`config.mk`:
```
export PLATFORM = sky130hd
export DESIGN_NAME = cpu_pwrup_seq
export DESIGN_NICKNAME = d
export VERILOG_FILES = /design/src/rtl/cpu_pwrup_pkg.sv /design/src/rtl/cpu_pwrup_tmr.sv /design/src/rtl/cpu_pwrup_dom.sv /design/src/rtl/cpu_pwrup_seq.sv
export SDC_FILE = /design/constraint.sdc
export NUM_CORES = 1
export LEC_CHECK = 0
export BUFFER_PORTS_ARGS = -buffer_cell sky130_fd_sc_hd__buf_2
export CELL_PAD_IN_SITES_DETAIL_PLACEMENT = 0
export CELL_PAD_IN_SITES_GLOBAL_PLACEMENT = 1
export CORE_MARGIN = 10
export CORE_UTILIZATION = 41
export CTS_CLUSTER_SIZE = 10
export DETAILED_ROUTE_END_ITERATION = 7
export PLACE_DENSITY = 0.86
export SLEW_MARGIN = 20
export SYNTH_ARGS = -nofsm -noshare
export SYNTH_HDL_FRONTEND = slang
export SYNTH_SLANG_ARGS = --single-unit
```
`constraint.sdc`:
```
create_clock -name clk -period 3.4 [get_ports clk]
set_input_delay 0.68 -clock clk [delete_from_list [all_inputs] [get_ports clk]]
set_output_delay 0.68 -clock clk [all_outputs]
set_load 0.05 [all_outputs]
```
`src/rtl/cpu_pwrup_pkg.sv`:
```
package cpu_pwrup_pkg;

    typedef enum logic [3:0] {
        ST_IDLE,
        ST_CHK,
        ST_W_PON,
        ST_W_POK,
        ST_LCLR,
        ST_PDA,
        ST_W_MON,
        ST_W_MOK,
        ST_REL,
        ST_FIN,
        ST_ERR
    } seq_state_e;

    // One-hot-ish action strobes issued to a power domain bank
    typedef struct packed {
        logic set_pon;
        logic set_pok;
        logic clr_lclamp;
        logic clr_pda;
        logic set_mon;
        logic set_mok;
        logic clr_mclamp;
        logic set_rel;
    } dom_cmd_t;

    localparam dom_cmd_t CMD_NONE = '0;

    function automatic logic is_wait(seq_state_e s);
        return (s == ST_W_PON) || (s == ST_W_POK) ||
               (s == ST_W_MON) || (s == ST_W_MOK);
    endfunction

endpackage

```
`src/rtl/cpu_pwrup_tmr.sv`:
```
module cpu_pwrup_tmr #(
    parameter int TW = 16
) (
    input  logic          clk,
    input  logic          rst,
    input  logic          clr,
    input  logic [TW-1:0] lim,
    output logic          expired
);
    logic [TW-1:0] cnt;

    assign expired = (cnt == lim);

    always_ff @(posedge clk) begin
        if (rst || clr) begin
            cnt <= '0;
        end else if (!expired) begin
            cnt <= cnt + 1'b1;
        end
    end
endmodule

```
`src/rtl/cpu_pwrup_dom.sv`:
```
module cpu_pwrup_dom
    import cpu_pwrup_pkg::*;
#(
    parameter int PDAW = 4
) (
    input  logic            clk,
    input  logic            rst,
    input  logic            sel,
    input  dom_cmd_t        cmd,
    output logic [1:0]      pon_o,
    output logic [1:0]      pok_o,
    output logic            lclamp_o,
    output logic [PDAW-1:0] pda_o,
    output logic            mon_o,
    output logic            mok_o,
    output logic            mclamp_o,
    output logic            rel_o
);
    always_ff @(posedge clk) begin
        if (rst) begin
            pon_o    <= '0;
            pok_o    <= '0;
            lclamp_o <= 1'b1;
            pda_o    <= '1;
            mon_o    <= 1'b0;
            mok_o    <= 1'b0;
            mclamp_o <= 1'b1;
            rel_o    <= 1'b0;
        end else if (sel) begin
            if (cmd.set_pon)    pon_o    <= '1;
            if (cmd.set_pok)    pok_o    <= '1;
            if (cmd.clr_lclamp) lclamp_o <= 1'b0;
            if (cmd.clr_pda)    pda_o    <= '0;
            if (cmd.set_mon)    mon_o    <= 1'b1;
            if (cmd.set_mok)    mok_o    <= 1'b1;
            if (cmd.clr_mclamp) mclamp_o <= 1'b0;
            if (cmd.set_rel)    rel_o    <= 1'b1;
        end
    end

    // power-good pair never stands without the full power-on pair
    a_r3_pok_needs_pon: assert property (@(posedge clk) disable iff (rst)
        (|pok_o) |-> (&pon_o));

    // memory power-good implies memory power-on and a cleared array field
    a_r6_mok_needs_mon: assert property (@(posedge clk) disable iff (rst)
        mok_o |-> (mon_o && (pda_o == '0)));

    // release appears only once the memory clamp is gone
    a_r7_rel_after_clamp: assert property (@(posedge clk) disable iff (rst)
        $rose(rel_o) |-> (!mclamp_o && mok_o && !lclamp_o));
endmodule

```
`src/rtl/cpu_pwrup_seq.sv`:
```
module cpu_pwrup_seq
    import cpu_pwrup_pkg::*;
#(
    parameter int NCPU = 2,
    parameter int TW   = 16,
    parameter int PDAW = 4,
    localparam int CW  = (NCPU > 1) ? $clog2(NCPU) : 1
) (
    input  logic               clk,
    input  logic               rst,
    input  logic               start_i,
    input  logic [CW-1:0]      cpu_i,
    input  logic [TW-1:0]      tmo_lim_i,
    input  logic [2*NCPU-1:0]  pon_ack_i,
    input  logic [2*NCPU-1:0]  pok_ack_i,
    input  logic [NCPU-1:0]    mon_ack_i,
    input  logic [NCPU-1:0]    mok_ack_i,
    output logic [2*NCPU-1:0]  pon_o,
    output logic [2*NCPU-1:0]  pok_o,
    output logic [NCPU-1:0]    lclamp_o,
    output logic [PDAW*NCPU-1:0] pda_o,
    output logic [NCPU-1:0]    mon_o,
    output logic [NCPU-1:0]    mok_o,
    output logic [NCPU-1:0]    mclamp_o,
    output logic [NCPU-1:0]    rel_o,
    output logic               busy_o,
    output logic               done_o,
    output logic               err_o
);
    seq_state_e state, state_nx;
    logic [CW-1:0] cpu_q;
    logic          ack_sel, rel_sel, tmo_exp, tmo_clr;
    dom_cmd_t      cmd;

    assign rel_sel = rel_o[cpu_q];
    assign busy_o  = (state != ST_IDLE);
    assign done_o  = (state == ST_FIN);
    assign err_o   = (state == ST_ERR);

    always_comb begin
        unique case (state)
            ST_W_PON: ack_sel = &pon_ack_i[2*int'(cpu_q) +: 2];
            ST_W_POK: ack_sel = &pok_ack_i[2*int'(cpu_q) +: 2];
            ST_W_MON: ack_sel = mon_ack_i[cpu_q];
            ST_W_MOK: ack_sel = mok_ack_i[cpu_q];
            default:  ack_sel = 1'b0;
        endcase
    end

    assign tmo_clr = !is_wait(state) || ack_sel;

    cpu_pwrup_tmr #(.TW(TW)) u_tmr (
        .clk     (clk),
        .rst     (rst),
        .clr     (tmo_clr),
        .lim     (tmo_lim_i),
        .expired (tmo_exp)
    );

    always_comb begin
        state_nx = state;
        cmd      = CMD_NONE;
        unique case (state)
            ST_IDLE: if (start_i) state_nx = ST_CHK;
            ST_CHK: begin
                if (rel_sel) begin
                    state_nx = ST_FIN;
                end else begin
                    cmd.set_pon = 1'b1;
                    state_nx    = ST_W_PON;
                end
            end
            ST_W_PON: begin
                if (ack_sel) begin
                    cmd.set_pok = 1'b1;
                    state_nx    = ST_W_POK;
                end else if (tmo_exp) begin
                    state_nx = ST_ERR;
                end
            end
            ST_W_POK: begin
                if (ack_sel) begin
                    cmd.clr_lclamp = 1'b1;
                    state_nx       = ST_LCLR;
                end else if (tmo_exp) begin
                    state_nx = ST_ERR;
                end
            end
            ST_LCLR: begin
                cmd.clr_pda = 1'b1;
                state_nx    = ST_PDA;
            end
            ST_PDA: begin
                cmd.set_mon = 1'b1;
                state_nx    = ST_W_MON;
            end
            ST_W_MON: begin
                if (ack_sel) begin
                    cmd.set_mok = 1'b1;
                    state_nx    = ST_W_MOK;
                end else if (tmo_exp) begin
                    state_nx = ST_ERR;
                end
            end
            ST_W_MOK: begin
                if (ack_sel) begin
                    cmd.clr_mclamp = 1'b1;
                    state_nx       = ST_REL;
                end else if (tmo_exp) begin
                    state_nx = ST_ERR;
                end
            end
            ST_REL: begin
                cmd.set_rel = 1'b1;
                state_nx    = ST_FIN;
            end
            default: state_nx = ST_IDLE;
        endcase
    end

    always_ff @(posedge clk) begin
        if (rst) begin
            state <= ST_IDLE;
            cpu_q <= '0;
        end else begin
            state <= state_nx;
            if (state == ST_IDLE && start_i) cpu_q <= cpu_i;
        end
    end

    for (genvar g = 0; g < NCPU; g++) begin : g_dom
        cpu_pwrup_dom #(.PDAW(PDAW)) u_dom (
            .clk      (clk),
            .rst      (rst),
            .sel      (cpu_q == CW'(g)),
            .cmd      (cmd),
            .pon_o    (pon_o[2*g +: 2]),
            .pok_o    (pok_o[2*g +: 2]),
            .lclamp_o (lclamp_o[g]),
            .pda_o    (pda_o[PDAW*g +: PDAW]),
            .mon_o    (mon_o[g]),
            .mok_o    (mok_o[g]),
            .mclamp_o (mclamp_o[g]),
            .rel_o    (rel_o[g])
        );
    end

    // done and error are exclusive and are followed by idle
    a_r10_pulse_excl: assert property (@(posedge clk) disable iff (rst)
        !(done_o && err_o));
    a_r10_back_idle: assert property (@(posedge clk) disable iff (rst)
        (done_o || err_o) |=> !busy_o);

    // an abort never touches the release bits
    a_r9_err_keeps_rel: assert property (@(posedge clk) disable iff (rst)
        err_o |=> $stable(rel_o));

    // the latched target holds while a sequence runs
    a_r8_target_held: assert property (@(posedge clk) disable iff (rst)
        busy_o |=> $stable(cpu_q));
endmodule

```
== Word-level counts from Yosys, hierarchy flattened ==
Cells that the tools add are included.

* Register bits after elaboration: 43
* Input bits: 32
* Output and inout port bits: 29

* Add/sub/neg operators: 1
* $lt $le $gt $ge: 1
* Equality and inequality tests: 12
* Shifts and indexed selects: 2
* Muxes and demuxes: 25
* Bitwise logic cells: 1
* Reduce and logical (&&, ||, !) cells: 27

{| class="wikitable"
|+ Operator list
! kind !! number
|-
| one-hot mux 4 bit (9 select lines) || 1
|-
| AND reduction 2 bit || 18
|-
| 2-to-1 mux 4 bit || 7
|-
| adder 16 x 1 -> 16 bit (second input constant) || 1
|-
| == test 16 bit || 1
|-
| == test 4 x 3 -> 1 bit (second input constant) || 4
|-
| 2-to-1 mux 1 bit || 16
|-
| == test 4 bit (second input constant) || 3
|-
| == test 4 x 2 -> 1 bit (second input constant) || 2
|-
| variable part select 4 x 3 -> 2 bit || 2
|-
| logical OR 1 bit || 5
|-
| == test 4 x 1 -> 1 bit (second input constant) || 1
|-
| zero test 4 bit || 1
|-
| one-hot mux 1 bit (4 select lines) || 1
|-
| nonzero test 4 bit || 1
|-
| < comparator 1 x 2 -> 1 bit (second input constant) || 1
|-
| inequality test 2 bit (second input constant) || 1
|-
| logical AND 1 bit || 1
|-
| zero test 1 bit || 1
|-
| inverter 1 bit || 1
|}

== Depth between registers and ports, before layout ==
* Depth in word-level cells: 7
* Mapped depth: 8
* Depth with buffers taken out: 5

== Hierarchy ==
From an unflattened synthesis, not the netlist that was laid out.

* Cell total of the unflattened synthesis: 254
* Area, all modules: 2107.0 um2

{| class="wikitable"
|+ By module, submodules not included
! module !! times used !! cells each !! area each (um2) !! sequential area each (um2)
|-
| cpu_pwrup_tmr || 1 || 114 || 944.7 || 320.3
|-
| cpu_pwrup_dom || 2 || 31 || 291.5 || 160.2
|-
| cpu_pwrup_seq || 1 || 78 || 579.3 || 100.1
|}

== Least setup slack after synthesis ==
Ideal clock, no wire load.

* Path kind: register to output
* Start: reg state[3]
* End: out err_o
* Data arrival time: 1.925 ns
* Data required time: 2.720 ns
* Slack: 0.795 ns
* Cell stages (with the launch flop): 4
* Cell sequence: dfxtp_1 -> clkbuf_1 -> inv_1 -> nor3_1

* Word-level cells in the longest chain between the ends: 1

{| class="wikitable"
|+ Ends and longest elaborated chain
! element !! line !! source
|-
| start, declared || cpu_pwrup_seq.sv:30 || <nowiki>seq_state_e state, state_nx;</nowiki>
|-
| start signal, assigned || cpu_pwrup_seq.sv:126 || <nowiki>state <= state_nx;</nowiki>
|-
| == test 4 bit || cpu_pwrup_seq.sv:38 || <nowiki>assign err_o = (state == ST_ERR);</nowiki>
|-
| end, declared || cpu_pwrup_seq.sv:28 || <nowiki>output logic err_o</nowiki>
|}

No other way between the ends.

== Worst setup path after layout ==
Same ends and word-level chain as after synthesis.

==> flow_summary.ini <==
[timing]
grt_setup_unrepaired = false
setup_viol = 0
final_max_slew_viol_count = 0
max_freq_ghz = 0.427
clock_skew_ns = 0.00413
worst_pin_slew_ns = 0.658
slew_headroom_pct = 55.7
fin_tns_setup_ns = 0
hold_viol_final = 0
min_period_ns = 2.34
fin_crit_sh_pct = 68.9

[global_route]
grt_max_degree = 32
grtUsageMet2_pct = 19.5
grt_pass1_wl_mm = 8.58
grt_use_total_pct = 12.0
grt_pass1_vias = 1787
antenna_found_initial = 0
grt_busiest_layer = met2
met3_usage_pct = 3.39
grt_use_met1_pct = 14.9
gr-total-overflow = 0

[logic_synthesis]
synth_edf_count = 0
ys_warn_count = 0
synth_area_leaders = dfxtp_1 34%, buf_4 7.3%, xnor2_1 6.5%
yosysSeqAreaShare_pct = 34.2
synth_fp_nets = 281
synth_top_area_share_pct = 34.2
syn_avg_cell_area_um2 = 8.74
synth-seq-cells = 37
syn_inst = 248
synthDistinctLibCells = 50
synthFlopType = dfxtp_1
yosys.area.top_type = dfxtp_1
syn_area_um2 = 2170
synthArstFlopShare_pct = 0

[pwr]
pwr-share-comb_pct = 33.7
p_leak_nw = 0.878
power.internal_uw = 856
p_per_area_nw_per_um2 = 582
p_seq_share_pct = 37.9
p_total_mw = 1.43
switchingPower_uw = 575
max-vdd-ir-drop_mv = 0.380
clkPwrFrac_pct = 28.3
switching_share_pct = 40.2

[route]
ant_nets = 0
wire_per_inst_um = 14.4
via_per_inst = 5.11
wl_mm = 5.11
vias = 1814
first_iter_violations = 126
drc = 0
drtPass1Iterations = 4

[cts]
post-cts-setup-buffers = 0
cts-hold-fix-buffers = 0
cts_resized = 0
clkSinkCount = 37
root_buffer = clkbuf_8
cts_buffer_depth = 2
cts_made_buffers = 5
clk_pin_slew_worst_paths_ns = 0.08
cts_max_level = 2
cts_tree = done
clock_latency_ns = 0.29

[final_layout]
final_common_cell = buf_2
area_growth_pct = 13.5
n_antenna_cell = 0
layout.nets = 317
fin_cells = 355
most-common-layout-cells = 60 x buf_2, 37 x dfxtp_1, 22 x a21oi_1
drive_above_1_share_pct = 30.9

[floorplan]
fp.dieW_um = 92.7
start_util_pct = 42.4
rows = 26
pin_count = 61
die_h_um = 92.7
die_area_um2 = 8590
core-area_um2 = 5110

[worst_setup_path]
start_kind = register
path_class = reg2out
worst_setup_path_end_kind = primary output
cp_data_arrival_time_ns = 1.66
required_ns = 2.72
cp_max_fo = 14

[placed_design]
hpwl_mm = 3.83
io_buffers = 60
dp_cells = 347
gp_congestion = 0.845

[worst_hold_path]
hp-class = reg2reg

[outcome]
outcome = completed

[job]
drv_cap = 0
registers in the layout (all words and copies together), names as in the netlist:
signal / count
u_tmr.cnt: 16
state: 4
g_dom.u_dom.lclamp_o: 2
g_dom.u_dom.mclamp_o: 2
g_dom.u_dom.mok_o: 2
g_dom.u_dom.mon_o: 2
g_dom.u_dom.pda_o: 2
g_dom.u_dom.pok_o: 2
g_dom.u_dom.pon_o: 2
g_dom.u_dom.rel_o: 2
cpu_q: 1
power by group through the flow:
stage	Sequential [mW]	Combinational, mW	Clock [mW]
after floorplan	0.547	0.413	0
after global placement	0.552	0.484	0
after detailed placement	0.552	0.486	0
after CTS	0.542	0.488	0.408
after global routing	0.552	0.520	0.426
final	0.543	0.483	0.405
critical path, cell delays in order (launching register included):
cell and delay, ns:
dfxtp_1 0.66, inv_1 0.19, nor3_1 0.23, buf_2 0.30
worst paths after layout:
path,slack [ns],start,depth (start not counted),end
max reg2reg,1.23,state[3]$_SDFFE_PP0P_,5,state[2]$_SDFFE_PP0P_
min reg2reg,0.45,g_dom[0].u_dom.lclamp_o$_SDFFE_PP1P_,1,g_dom[0].u_dom.lclamp_o$_SDFFE_PP1P_
max,1.06,state[3]$_SDFFE_PP0P_,3,err_o
min,0.45,g_dom[0].u_dom.lclamp_o$_SDFFE_PP1P_,1,g_dom[0].u_dom.lclamp_o$_SDFFE_PP1P_
kinds of logic (layout without fill, tap and decap cells):
kind of cell               after synthesis  count (layout)  share of synthesized area, %
AOI/OAI and AO/OA                       53              53                          16.3
xor gates and xnor gates                17              17                          6.87
adders and majority gates                1               1                         0.577
buffers and inverters                   42              79                          12.2
DFF                                     37              37                          34.2
muxes                                    8               8                          3.75
and+or+nand+nor                         90              90                          26.1
final cells by class:
type / instances / area [µm²]
Clock inverter: 2 / 37.5
Inverter: 9 / 33.8
Sequential cell: 37 / 741
Multi-Input combinational cell: 169 / 1160
Clock buffer: 6 / 82.6
Tap cell: 70 / 87.6
Timing Repair Buffer: 62 / 315
Fill cell: 513 / 2650
cells in the mapped netlist (all sizes together) (2+ instances only):
cell type and number:
buf 29, o31ai 10, mux2i 7, nor4 5, dfxtp 37, or3 5
o21ai 7, xnor2 16, nand3 8, clkbuf 4, nor2 18, a31oi 2
inv 9, a21o 4, and3 3, a21oi 23, nor3 6, nand2b 6
nand3b 3, or4 8, nand2 15, nand4 7
per-stage QoR:
stage	util, %	hold slack, ns	instance area, µm²	setup slack, ns
after global routing	48.2	0.464	2460	0.908
after detailed placement	45.8	0.440	2340	1.22
after CTS	48.2	0.458	2460	1.05
after global placement	45.8	0.437	2340	1.25
after floorplan	-	0.428	2170	0.795
final	48.2	0.451	2460	1.06
layer usage:
layer | vias up | share of wire [%] | routed length [µm]
li1 | 940 | - | -
met1 | 842 | 46 | 2370
met2 | 30 | 48 | 2460
met3 | 2 | 4.7 | 238
met4 | 0 | 0.70 | 36
met5 | - | 0 | 0
Note: power is estimated with default switching activity, not from simulation.
